## src/rtl/wt_pkg.sv

```systemverilog
package wt_pkg;
  typedef enum logic [1:0] {
    ST_RUN = 2'd0,
    ST_HIT = 2'd1,
    ST_SAT = 2'd2
  } wt_state_e;

  // Compare gated by the armed flag.
  function automatic logic wt_hit(input logic armed, input logic [63:0] cnt, input logic [63:0] wake);
    return armed && (cnt == wake);
  endfunction

  // Final count reached without a loaded wake-up value.
  function automatic logic wt_top(input logic armed, input logic [63:0] cnt, input logic [63:0] maxv);
    return !armed && (cnt == maxv);
  endfunction
endpackage

```

## src/rtl/wt_second_tick.sv

```systemverilog
module wt_second_tick #(
  parameter int unsigned TICK_DIV = 32768
) (
  input  logic clk,
  input  logic rst_n,
  input  logic restart_i,
  output logic tick_o
);
  localparam int unsigned PW = (TICK_DIV > 2) ? $clog2(TICK_DIV) : 1;
  localparam logic [PW-1:0] LAST = PW'(TICK_DIV - 1);

  logic [PW-1:0] phase;

  assign tick_o = (phase == LAST);

  always_ff @(posedge clk or negedge rst_n) begin
    if (!rst_n) begin
      phase <= '0;
    end else if (restart_i || tick_o) begin
      phase <= '0;
    end else begin
      phase <= phase + 1'b1;
    end
  end
endmodule

```

## src/rtl/wt_seq.sv

```systemverilog
module wt_seq
  import wt_pkg::*;
#(
  parameter int unsigned CNT_W = 24
) (
  input  logic             clk,
  input  logic             rst_n,
  input  logic             tick_i,
  input  logic             wr_en_i,
  input  logic [CNT_W-1:0] wr_data_i,
  output logic [CNT_W-1:0] count_o,
  output logic [CNT_W-1:0] wake_o,
  output logic             armed_o,
  output wt_state_e        state_o,
  output logic             hit_o,
  output logic             top_o
);
  localparam logic [CNT_W-1:0] MAXV = '1;

  logic [CNT_W-1:0] count_q, wake_q;
  logic             armed_q;
  wt_state_e        state_q;

  assign hit_o = (state_q == ST_RUN) && wt_hit(armed_q, 64'(count_q), 64'(wake_q));
  assign top_o = (state_q == ST_RUN) && wt_top(armed_q, 64'(count_q), 64'(MAXV));

  always_ff @(posedge clk or negedge rst_n) begin
    if (!rst_n) begin
      count_q <= '0;
      wake_q  <= '0;
      armed_q <= 1'b0;
      state_q <= ST_RUN;
    end else if (wr_en_i) begin
      wake_q  <= wr_data_i;
      armed_q <= 1'b1;
      count_q <= '0;
      state_q <= ST_RUN;
    end else if (state_q == ST_RUN) begin
      if (hit_o) begin
        state_q <= ST_HIT;
      end else if (top_o) begin
        state_q <= ST_SAT;
      end else if (tick_i) begin
        count_q <= count_q + 1'b1;
      end
    end
  end

  assign count_o = count_q;
  assign wake_o  = wake_q;
  assign armed_o = armed_q;
  assign state_o = state_q;
endmodule

```

## src/rtl/wt_snapshot.sv

```systemverilog
module wt_snapshot #(
  parameter int unsigned CNT_W = 24
) (
  input  logic             clk,
  input  logic             rst_n,
  input  logic             snap_i,
  input  logic [CNT_W-1:0] count_i,
  output logic [CNT_W-1:0] snap_o
);
  always_ff @(posedge clk or negedge rst_n) begin
    if (!rst_n) begin
      snap_o <= '0;
    end else if (snap_i) begin
      snap_o <= count_i;
    end
  end
endmodule

```

## src/rtl/wake_timer_core.sv

```systemverilog
module wake_timer_core
  import wt_pkg::*;
#(
  parameter int unsigned CNT_W    = 24,
  parameter int unsigned TICK_DIV = 32768
) (
  input  logic             clk,
  input  logic             rst_n,
  input  logic             wr_en,
  input  logic [CNT_W-1:0] wr_data,
  input  logic             snap_req,
  output logic [CNT_W-1:0] count_o,
  output logic [CNT_W-1:0] wake_o,
  output logic [CNT_W-1:0] snap_o,
  output logic             irq_o,
  output logic             armed_o,
  output logic             run_o,
  output logic             sat_o
);
  // Named internal events
  logic      sec_tick;
  logic      match_evt;
  logic      top_evt;
  wt_state_e state;

  wt_second_tick #(.TICK_DIV(TICK_DIV)) u_tick (
    .clk       (clk),
    .rst_n     (rst_n),
    .restart_i (wr_en),
    .tick_o    (sec_tick)
  );

  wt_seq #(.CNT_W(CNT_W)) u_seq (
    .clk       (clk),
    .rst_n     (rst_n),
    .tick_i    (sec_tick),
    .wr_en_i   (wr_en),
    .wr_data_i (wr_data),
    .count_o   (count_o),
    .wake_o    (wake_o),
    .armed_o   (armed_o),
    .state_o   (state),
    .hit_o     (match_evt),
    .top_o     (top_evt)
  );

  wt_snapshot #(.CNT_W(CNT_W)) u_snap (
    .clk     (clk),
    .rst_n   (rst_n),
    .snap_i  (snap_req),
    .count_i (count_o),
    .snap_o  (snap_o)
  );

  assign irq_o = (state == ST_HIT);
  assign run_o = (state == ST_RUN);
  assign sat_o = (state == ST_SAT);
endmodule

```

## config.mk

```make
export PLATFORM = sky130hd
export DESIGN_NAME = wake_timer_core
export DESIGN_NICKNAME = d
export VERILOG_FILES = /design/src/rtl/wt_pkg.sv /design/src/rtl/wt_second_tick.sv /design/src/rtl/wt_seq.sv /design/src/rtl/wt_snapshot.sv /design/src/rtl/wake_timer_core.sv
export SDC_FILE = /design/constraint.sdc
export NUM_CORES = 1
export LEC_CHECK = 0
export ABC_AREA = 1
export BUFFER_PORTS_ARGS = -buffer_cell sky130_fd_sc_hd__buf_2
export CELL_PAD_IN_SITES_DETAIL_PLACEMENT = 2
export CELL_PAD_IN_SITES_GLOBAL_PLACEMENT = 2
export CORE_UTILIZATION = 33
export CTS_CLUSTER_SIZE = 24
export DETAILED_ROUTE_END_ITERATION = 7
export GPL_TIMING_DRIVEN = 0
export PLACE_DENSITY = 0.89
export SLEW_MARGIN = 10
export SYNTH_ARGS = -nofsm -noshare
export SYNTH_HDL_FRONTEND = slang
export SYNTH_SLANG_ARGS = --single-unit
```

## constraint.sdc

```tcl
create_clock -name clk -period 4.2 [get_ports clk]
set_input_delay 0.63 -clock clk [delete_from_list [all_inputs] [get_ports clk]]
set_output_delay 0.63 -clock clk [all_outputs]
set_load 0.01 [all_outputs]
```

==> flow_summary_export.csv, run 1 <==
group,metric,value,unit
status,status,"finished clean",
routing,drt_iter0_markers,245,
routing,drc,0,
setup_path,cpPeakStageDelay,0.49,ns
cts,ctsHoldBuffers,0,
final_layout,final_cell_mix,"nand2_1 (209), buf_2 (104), nor2_1 (101)",
die,die_area,0.0145,mm^2
power,power.density,356,mW/mm^2
final_layout,multi_input_area,0.00205,mm^2
yosys,netlist.area_leader.share,48.5,%
placed_design,detailed_place_hpwl,12800,um
die,die_x,121,um
routing,via_per_inst,5.07,
setup_path,cp_slowest_cell,"dfrtp_1",
setup_path,crit_fanout,10,
final_layout,finalInstanceArea,0.00569,mm^2
sta,slew_viol_final,0,
cts,cts_sinks,90,
sta,setup_violations,0,
yosys,seq_area_frac_synth,48.5,%
die,die_h,121,um
cts,cts_buffers,9,
die,rows,42,
yosys,yosysUniqueCellTypes,30,
cts,clockBufferDepth,2,
sta,worst_slew_pin_slew,0.677,ns
cts,cts_resized,0,
global_routing,antenna_found_initial,0,
setup_path,start_kind,"register",
worst_hold_path,hp-class,"in2async",
routing,first_pass_iters,4,
setup_path,path_buf_inv,2,
sta,setup-tns-final,0,ns
setup_path,required,4.45,ns
setup_path,crit_start,"u_seq.count_o[0]",
cts,clkTransAtPathRegs,0.07,ns
setup_path,cpMostUsedCell,"nand3_1",
global_routing,grt_max_degree,48,
setup_path,worstSetupEndpointType,"register",
cts,clk_latency,0.36,ns
yosys,syn_nets,659,
routing,ant_nets,0,
cts,htreeDepth,3,
yosys,synth_area_leaders,"dfrtp_1 (49%), nand2_1 (17%), nor2_1 (8.2%)",
setup_path,crit_chain,"ha_1 -> nand3_1 -> nor2_4 -> nand3_2 -> nor2_2 -> nand3_1 -> nand2_2 -> inv_4 -> buf_2 -> nand3_1 -> nand2_1",
cts,postCtsSetupRepairBufs,0,
setup_path,cp.depth,11,
final_layout,diodes,0,
placed_design,gp_congestion,0.808,
yosys,yosysTopAreaCell,"dfrtp_1",
sta,final_hold_viol_count,0,
final_layout,post-route-util,42.3,%
power,p_total,2.03,mW
setup_path,worstPathArrival,2.57,ns
setup_path,cp_top_family,"simple AND/OR/NAND/NOR gates",
final_layout,nets,772,
setup_path,ff2ff_setup_slack,1.88,ns
cts,cts-root-buf,"clkbuf_16",
sta,fin_crit_sh,55.2,%
cts,tritoncts,"yes",
sta,fmax,431,MHz
power,total_leakage_power,2.87,nW
final_layout,nFillCells,1631,
global_routing,grt_first_pass_wirelength,28000,um
power,peakVddDrop,0.267,mV
final_layout,area_growth,22.7,%
setup_path,crit_end,"u_seq.count_o[21]",
placed_design,dpl-instance-area,0.00540,mm^2
yosys,yosysWarnings,0,
yosys,syn_area,0.00464,mm^2
sta,slew_headroom,54.9,%
setup_path,r2r-start,"u_seq.count_o[0]",
yosys,synth-seq-cells,90,
routing,avgRoutedWirePerCell,18.7,um
yosys,avgSynthCellArea,7.38,um^2
die,design.portCount,104,
routing,vias,4677,
sta,skew,0.00873,ns
global_routing,grt_pass1_vias,5283,
yosys,synth_cells,629,
die,core,0.0135,mm^2
final_layout,drive_gt1_share,18.6,%
setup_path,r2r-end,"u_seq.count_o[21]",
final_layout,final_common_cell,"nand2_1",
routing,wl,17300,um
global_routing,track_usage,25.4,%
setup_path,crit_type,"reg2reg",
job,maxCapViolCount,0,
die,initial_core_util,34.5,%
placed_design,io_buffers,101,
sta,fin_crit,2.32,ns
setup_path,worstRegToRegCells,11,
sta,rsz0062_at_grt,"false",
final_layout,seq_area,0.00225,mm^2
global_routing,overflow,0,
## cells by family (layout without fill, tap and decap cells)
family	count (synthesis)	in the layout	synth area share (%)
mux	1	1	0.243
compound gates	59	59	6.44
flops	90	90	48.5
xor+xnor	18	18	3.40
buf+inv	82	200	7.20
simple gates	377	377	33.6
fa+ha+maj	2	2	0.539
## worst min path at each step
stage                    startpoint                to  slack [ns]  depth (start not counted)
finish                        rst_n  u_snap.snap_o[2]        0.28                          1
global route                  rst_n  u_snap.snap_o[2]        0.32                          1
CTS                           rst_n  u_snap.snap_o[2]        0.30                          1
detailed placement  u_tick.phase[0]   u_tick.phase[0]        0.47                          1
global placement    u_tick.phase[0]   u_tick.phase[0]        0.44                          1
floorplan                     rst_n     u_seq.armed_o        0.33                          0
## metrics by stage
step	hold slack, ns	cells	setup slack [ns]
floorplan	0.334	629	2.37
global placement	0.444	906	1.59
detailed placement	0.467	907	1.89
CTS	0.298	923	1.88
global route	0.316	923	1.70
finish	0.284	923	1.88
## metal layers
metal	GRT usage [%]	part of all wire, %	up-vias
li1	-	-	2182
met1	30.4	42	2368
met2	45.3	52	103
met3	5.14	3.6	24
met4	8.02	1.7	0
met5	0	0	-
## cell usage after synthesis, drive strengths merged
cell type and count:
o21ai 27, nor3 8, nor3b 6, nand4 5
ha 2, clkbuf 15, nor2 108, nand2 211
inv 58, mux2 1, clkinv 1, dfrtp 90
xnor2 4, nand3 39, a21oi 31, xor2 14
a31o 1, buf 8
## sequential cells by signal (all words and copies together), names as in the netlist
| register | count |
|---|---|
| u_seq.wake_o | 24 |
| u_seq.armed_o | 1 |
| u_snap.snap_o | 24 |
| u_seq.count_o | 24 |
| u_seq.state_o | 2 |
| u_tick.phase | 15 |
## report_power, final
part	total, mW	internal, mW	switching [mW]
logic	0.246	0.0852	0.161
registers	0.948	0.910	0.0372
clock network	0.834	0.466	0.368
## layout make-up
class,instances,area share (%)
Tap cell,176,3.87
Inverter,59,3.93
Timing Repair Buffer,102,9.41
Clock inverter,5,1.12
Clock buffer,11,4.09
Sequential cell,90,39.6
Buffer,23,1.93
Multi-Input combinational cell,457,36.1
No activity file was read; power rests on OpenSTA's default activity.
==> run 2, diff against run 1 <==
--- a/config.mk
+++ b/config.mk
@@ -9,11 +9,11 @@
 export BUFFER_PORTS_ARGS = -buffer_cell sky130_fd_sc_hd__buf_2
 export CELL_PAD_IN_SITES_DETAIL_PLACEMENT = 2
 export CELL_PAD_IN_SITES_GLOBAL_PLACEMENT = 2
-export CORE_UTILIZATION = 33
+export CORE_UTILIZATION = 30
 export CTS_CLUSTER_SIZE = 24
 export DETAILED_ROUTE_END_ITERATION = 7
 export GPL_TIMING_DRIVEN = 0
-export PLACE_DENSITY = 0.89
+export PLACE_DENSITY = 0.82
 export SLEW_MARGIN = 10
 export SYNTH_ARGS = -nofsm -noshare
 export SYNTH_HDL_FRONTEND = slang
==> constraint.sdc (replaced) <==
create_clock -name clk -period 2.28 [get_ports clk]
set_input_delay 0.342 -clock clk [delete_from_list [all_inputs] [get_ports clk]]
set_output_delay 0.342 -clock clk [all_outputs]
set_load 0.01 [all_outputs]
==> flow_summary_export.csv, run 2 (synthesis results as in run 1) <==
group,metric,value,unit
status,status,"finished clean",
sta,setup-tns-final,0,ns
sta,postLayoutSetupSlackWorst,0.134,ns
final_layout,seq_area,0.00225,mm^2
sta,final_hold_viol_count,0,
routing,drt-met1-wl,7410,um
worst_hold_path,min_to,"u_seq.wake_o[16]",
final_layout,post-route-util,38.0,%
setup_path,worstSetupEndpointType,"register",
placed_design,detailed_place_hpwl,12400,um
global_routing,track_usage,22.3,%
final_layout,stdcell_count,935,
global_routing,grt_pass1_vias,5149,
routing,top_layer,"met4",
global_routing,antenna_found_initial,0,
global_routing,overflow,0,
setup_path,ff2ff_setup_slack,0.13,ns
worst_hold_path,min_path_cells,3,
placed_design,dp.cells,919,
final_layout,drive_gt1_share,18.9,%
routing,wl,16400,um
routing,vias,4633,
placed_design,gp_congestion,0.797,
setup_path,crit_type,"reg2reg",
cts,tritoncts,"yes",
final_layout,final_cell_mix,"nand2_1 (209), buf_2 (103), nor2_1 (100)",
placed_design,io_buffers,101,
cts,cts-root-buf,"clkbuf_16",
die,rows,45,
worst_hold_path,hp-start,"wr_data[16]",
die,initial_core_util,30.6,%
routing,drt_iter0_markers,131,
routing,via_per_inst,4.96,
final_layout,multi_input_area,0.00208,mm^2
power,p_total,3.80,mW
global_routing,grt_first_pass_wirelength,27200,um
sta,fmax,466,MHz
final_layout,final_common_cell,"nand2_1",
setup_path,crit_fanout,10,
final_layout,area_growth,24.0,%
routing,wl_met2,8350,um
routing,wl_met3,429,um
setup_path,r2r-start,"u_seq.count_o[0]",
setup_path,worstRegToRegCells,11,
die,die_h,126,um
cts,htreeDepth,3,
final_layout,diodes,0,
sta,skew,0.00865,ns
power,power.density,660,mW/mm^2
sta,worst_slew_pin_slew,0.706,ns
setup_path,r2r-end,"u_seq.count_o[22]",
routing,ant_nets,0,
final_layout,nFillCells,1799,
cts,clk_latency,0.35,ns
cts,cts_sinks,90,
routing,drc,0,
setup_path,start_kind,"register",
job,maxCapViolCount,0,
cts,clkTransAtPathRegs,0.07,ns
die,die_area,0.0160,mm^2
placed_design,dp_slack,-0.0969,ns
setup_path,required,2.53,ns
setup_path,worstPathArrival,2.39,ns
sta,fin_crit_sh,94.1,%
cts,cts_buffers,9,
cts,clockBufferDepth,2,
sta,slew_headroom,53.0,%
sta,slew_viol_final,0,
power,total_leakage_power,2.88,nW
routing,avgRoutedWirePerCell,17.6,um
power,peakVddDrop,0.344,mV
die,design.portCount,104,
routing,first_pass_iters,4,
sta,fin_crit,2.15,ns
die,die_x,126,um
worst_hold_path,hp-class,"in2reg",
global_routing,grt_max_degree,55,
die,core,0.0151,mm^2
final_layout,nets,773,
sta,setup_violations,0,
[run 2: cell types whose count changed in the layout (fill, tap and decap cells not counted), moves of 2 or more]
cell      change
clkinv_4      -2
dfrtp_1       -2
dfrtp_2       +2
nor2_4        +2
[run 2: power breakdown]
group | internal [mW] | total (mW) | leakage, nW | switching, mW
Sequential | 1.68 | 1.75 | 1.17 | 0.0673
Clock | 0.955 | 1.61 | 0.147 | 0.652
Combinational | 0.159 | 0.449 | 1.57 | 0.290
Total | 2.79 | 3.80 | 2.88 | 1.01
[run 2: layout make-up]
type                            instances  area share, %
Buffer                                 22           1.96
Tap cell                              188           4.09
Clock inverter                          3           1.13
Clock buffer                           12           4.11
Timing Repair Buffer                  104           9.61
Inverter                               59           3.89
Multi-Input combinational cell        457           36.1
Sequential cell                        90           39.2
[run 2: timing repair]
| action | CTS | global route |
|---|---|---|
| setup endpoints to repair | 23 | 33 |
| gates cloned | 0 | 0 |
| hold buffers | 1 | 0 |
| hold endpoints to repair | 36 | 0 |
| buffers inserted | 1 | 0 |
| pin swaps | 1 | 0 |
| resized for setup | 3 | 5 |
[run 2: routing by layer]
metal / vias to the layer above / GRT usage [%]
met5: - / 0
met4: 0 / 8.01
met3: 12 / 2.70
met1: 2362 / 28.3
li1: 2188 / -
met2: 71 / 39.0
[run 2: worst max path at each step]
stage,start,to,depth (start not counted)
2_1_floorplan,u_seq.count_o[0],u_seq.count_o[10],11
3_3_place_gp,rst_n,u_snap.snap_o[19],1
3_5_place_dp,u_seq.count_o[0],u_seq.count_o[22],11
4_1_cts,u_tick.phase[0],u_tick.phase[8],9
5_1_grt,u_tick.phase[0],u_seq.count_o[12],13
6_report,u_seq.count_o[0],u_seq.count_o[22],11
[run 2: through the flow]
| step | area (um^2) | hold WS (ns) |
|---|---|---|
| after floorplan | 4640 | 0.0464 |
| after global routing | 5760 | 0.205 |
| after CTS | 5740 | 0.181 |
| final | 5760 | 0.191 |
| after global placement | 5380 | 0.444 |
| after detailed placement | 5410 | 0.367 |
[run 2: worst max-delay path, stage by stage (launching register included)]
cell	delay, ns
dfrtp_2	0.44
ha_1	0.24
nand3_1	0.14
nor2_4	0.17
nand3_2	0.17
nor2_4	0.19
nand3_1	0.12
nand2_2	0.12
inv_4	0.08
buf_4	0.19
nand3_1	0.10
nand2_1	0.06
==> run 3, diff against run 2 <==
--- a/config.mk
+++ b/config.mk
@@ -14,6 +14,7 @@
 export DETAILED_ROUTE_END_ITERATION = 7
 export GPL_TIMING_DRIVEN = 0
 export PLACE_DENSITY = 0.82
+export REMOVE_ABC_BUFFERS = 1
 export SLEW_MARGIN = 10
 export SYNTH_ARGS = -nofsm -noshare
 export SYNTH_HDL_FRONTEND = slang
==> flow_summary_export.csv, run 3 (synthesis results as in run 1) <==
group,metric,value,unit
setup_path,start_kind,"register",
final_layout,seq_area,0.00226,mm^2
global_routing,use_met3,3.42,%
setup_path,required,2.57,ns
placed_design,dpl-instance-area,0.00531,mm^2
cts,clkTransAtPathRegs,0.07,ns
power,p_total,3.69,mW
sta,slew_headroom,39.9,%
sta,postLayoutSetupSlackWorst,0.143,ns
global_routing,antenna_found_initial,0,
setup_path,worstSetupEndpointType,"register",
die,die_area,0.0160,mm^2
placed_design,dp.cells,898,
placed_design,io_buffers,103,
final_layout,post-route-util,38.1,%
sta,fin_crit_sh,93.7,%
final_layout,finalInstanceArea,0.00577,mm^2
placed_design,gp_congestion,0.797,
power,power.density,640,mW/mm^2
job,maxCapViolCount,0,
final_layout,area_growth,24.3,%
setup_path,crit_type,"reg2reg",
cts,clockBufferDepth,2,
routing,via_per_inst,4.93,
global_routing,grt_first_pass_wirelength,25900,um
die,rows,45,
setup_path,cp_top_family,"simple AND/OR/NAND/NOR gates",
setup_path,cpMostUsedCell,"nand2_1",
final_layout,drive_gt1_share,20.2,%
routing,vias,4542,
final_layout,final_common_cell,"nand2_1",
cts,clk_latency,0.35,ns
routing,avgRoutedWirePerCell,17.3,um
routing,ant_nets,0,
global_routing,grt_busiest_layer,"met2",
routing,first_pass_iters,6,
final_layout,nets,759,
placed_design,dp_slack,-1.48,ns
final_layout,nFillCells,1767,
die,design.portCount,104,
cts,tritoncts,"yes",
sta,fin_crit,2.14,ns
final_layout,final_cell_mix,"nand2_1 (209), buf_2 (101), nor2_1 (99)",
status,status,"finished clean",
die,die_h,126,um
global_routing,grtUsageMet1,25.4,%
sta,worst_slew_pin_slew,0.901,ns
cts,htreeDepth,3,
setup_path,cpPeakStageDelay,0.42,ns
sta,skew,0.00617,ns
setup_path,crit_chain,"inv_1 -> nand2_1 -> nand2_1 -> nor2_1 -> nand3_1 -> nor2_4 -> nand4_4 -> buf_12 -> nand2_8 -> nand2_1 -> nand2_1",
die,initial_core_util,30.6,%
setup_path,cp_slowest_cell,"dfrtp_1",
setup_path,worstPathArrival,2.43,ns
final_layout,stdcell_count,921,
power,total_leakage_power,2.89,nW
global_routing,use_met2,37.6,%
global_routing,track_usage,20.9,%
placed_design,detailed_place_hpwl,10700,um
sta,setup-tns-final,0,ns
sta,setup_violations,0,
setup_path,crit_fanout,12,
worst_hold_path,hp-class,"in2async",
die,core,0.0151,mm^2
sta,holdWs,0.0101,ns
global_routing,overflow,0,
cts,cts_sinks,90,
sta,slew_viol_final,0,
routing,wl,15900,um
global_routing,grt_pass1_vias,5089,
final_layout,multi_input_area,0.00213,mm^2
final_layout,diodes,0,
cts,cts-root-buf,"clkbuf_16",
global_routing,grt_max_degree,63,
cts,cts_buffers,9,
setup_path,path_buf_inv,2,
sta,final_hold_viol_count,0,
routing,drc,0,
power,peakVddDrop,0.322,mV
die,die_x,126,um
routing,drt_iter0_markers,140,
sta,fmax,468,MHz
-- run 3: cell types whose count changed in the layout (fill, tap and decap cells not counted), moves of 2 or more --
cell	change
buf_6	-3
clkinv_2	+2
buf_2	-2
buf_4	+2
clkbuf_1	-15
buf_12	+2
-- run 3: path summary, 6_finish.rpt --
path | slack (ns) | end | cells after the start | start
max in group asynchronous | 1.59 | u_seq.count_o[0] | 2 | rst_n
setup reg to reg | 0.14 | u_seq.count_o[21] | 11 | u_seq.count_o[3]
hold / removal | 0.01 | u_tick.phase[5] | 1 | rst_n
setup / recovery | 0.14 | u_seq.count_o[21] | 11 | u_seq.count_o[3]
min in group clk | 0.20 | u_seq.wake_o[18] | 3 | wr_data[18]
hold reg to reg | 0.47 | u_tick.phase[0] | 1 | u_tick.phase[0]
-- run 3: cell type report --
cell class / count / area share, %
clock buffers: 12 / 4.27
clock inverters: 3 / 0.694
inverters: 59 / 4.08
multi-input cells: 459 / 37.0
flip-flops and latches: 90 / 39.1
well taps: 188 / 4.08
repair buffers: 109 / 10.6
repair inverters: 1 / 0.152
-- run 3: where the power goes --
part	switching, mW	internal (mW)	total [mW]
sequential	0.0682	1.68	1.75
clock	0.642	0.872	1.51
combinational	0.280	0.151	0.431
-- run 3: metal layers --
layer | share of wire [%] | vias up
li1 | - | 2158
met1 | 45 | 2281
met2 | 51 | 83
met3 | 2.7 | 20
met4 | 1.8 | 0
met5 | 0 | -
-- run 3: repair_timing --
item                       4_1_cts  5_1_grt
setup endpoints to repair       46       24
pin swaps                        2        1
cloned                           2        1
hold buffers                     0        0
gates resized for setup          7       11
setup buffers                    2        3
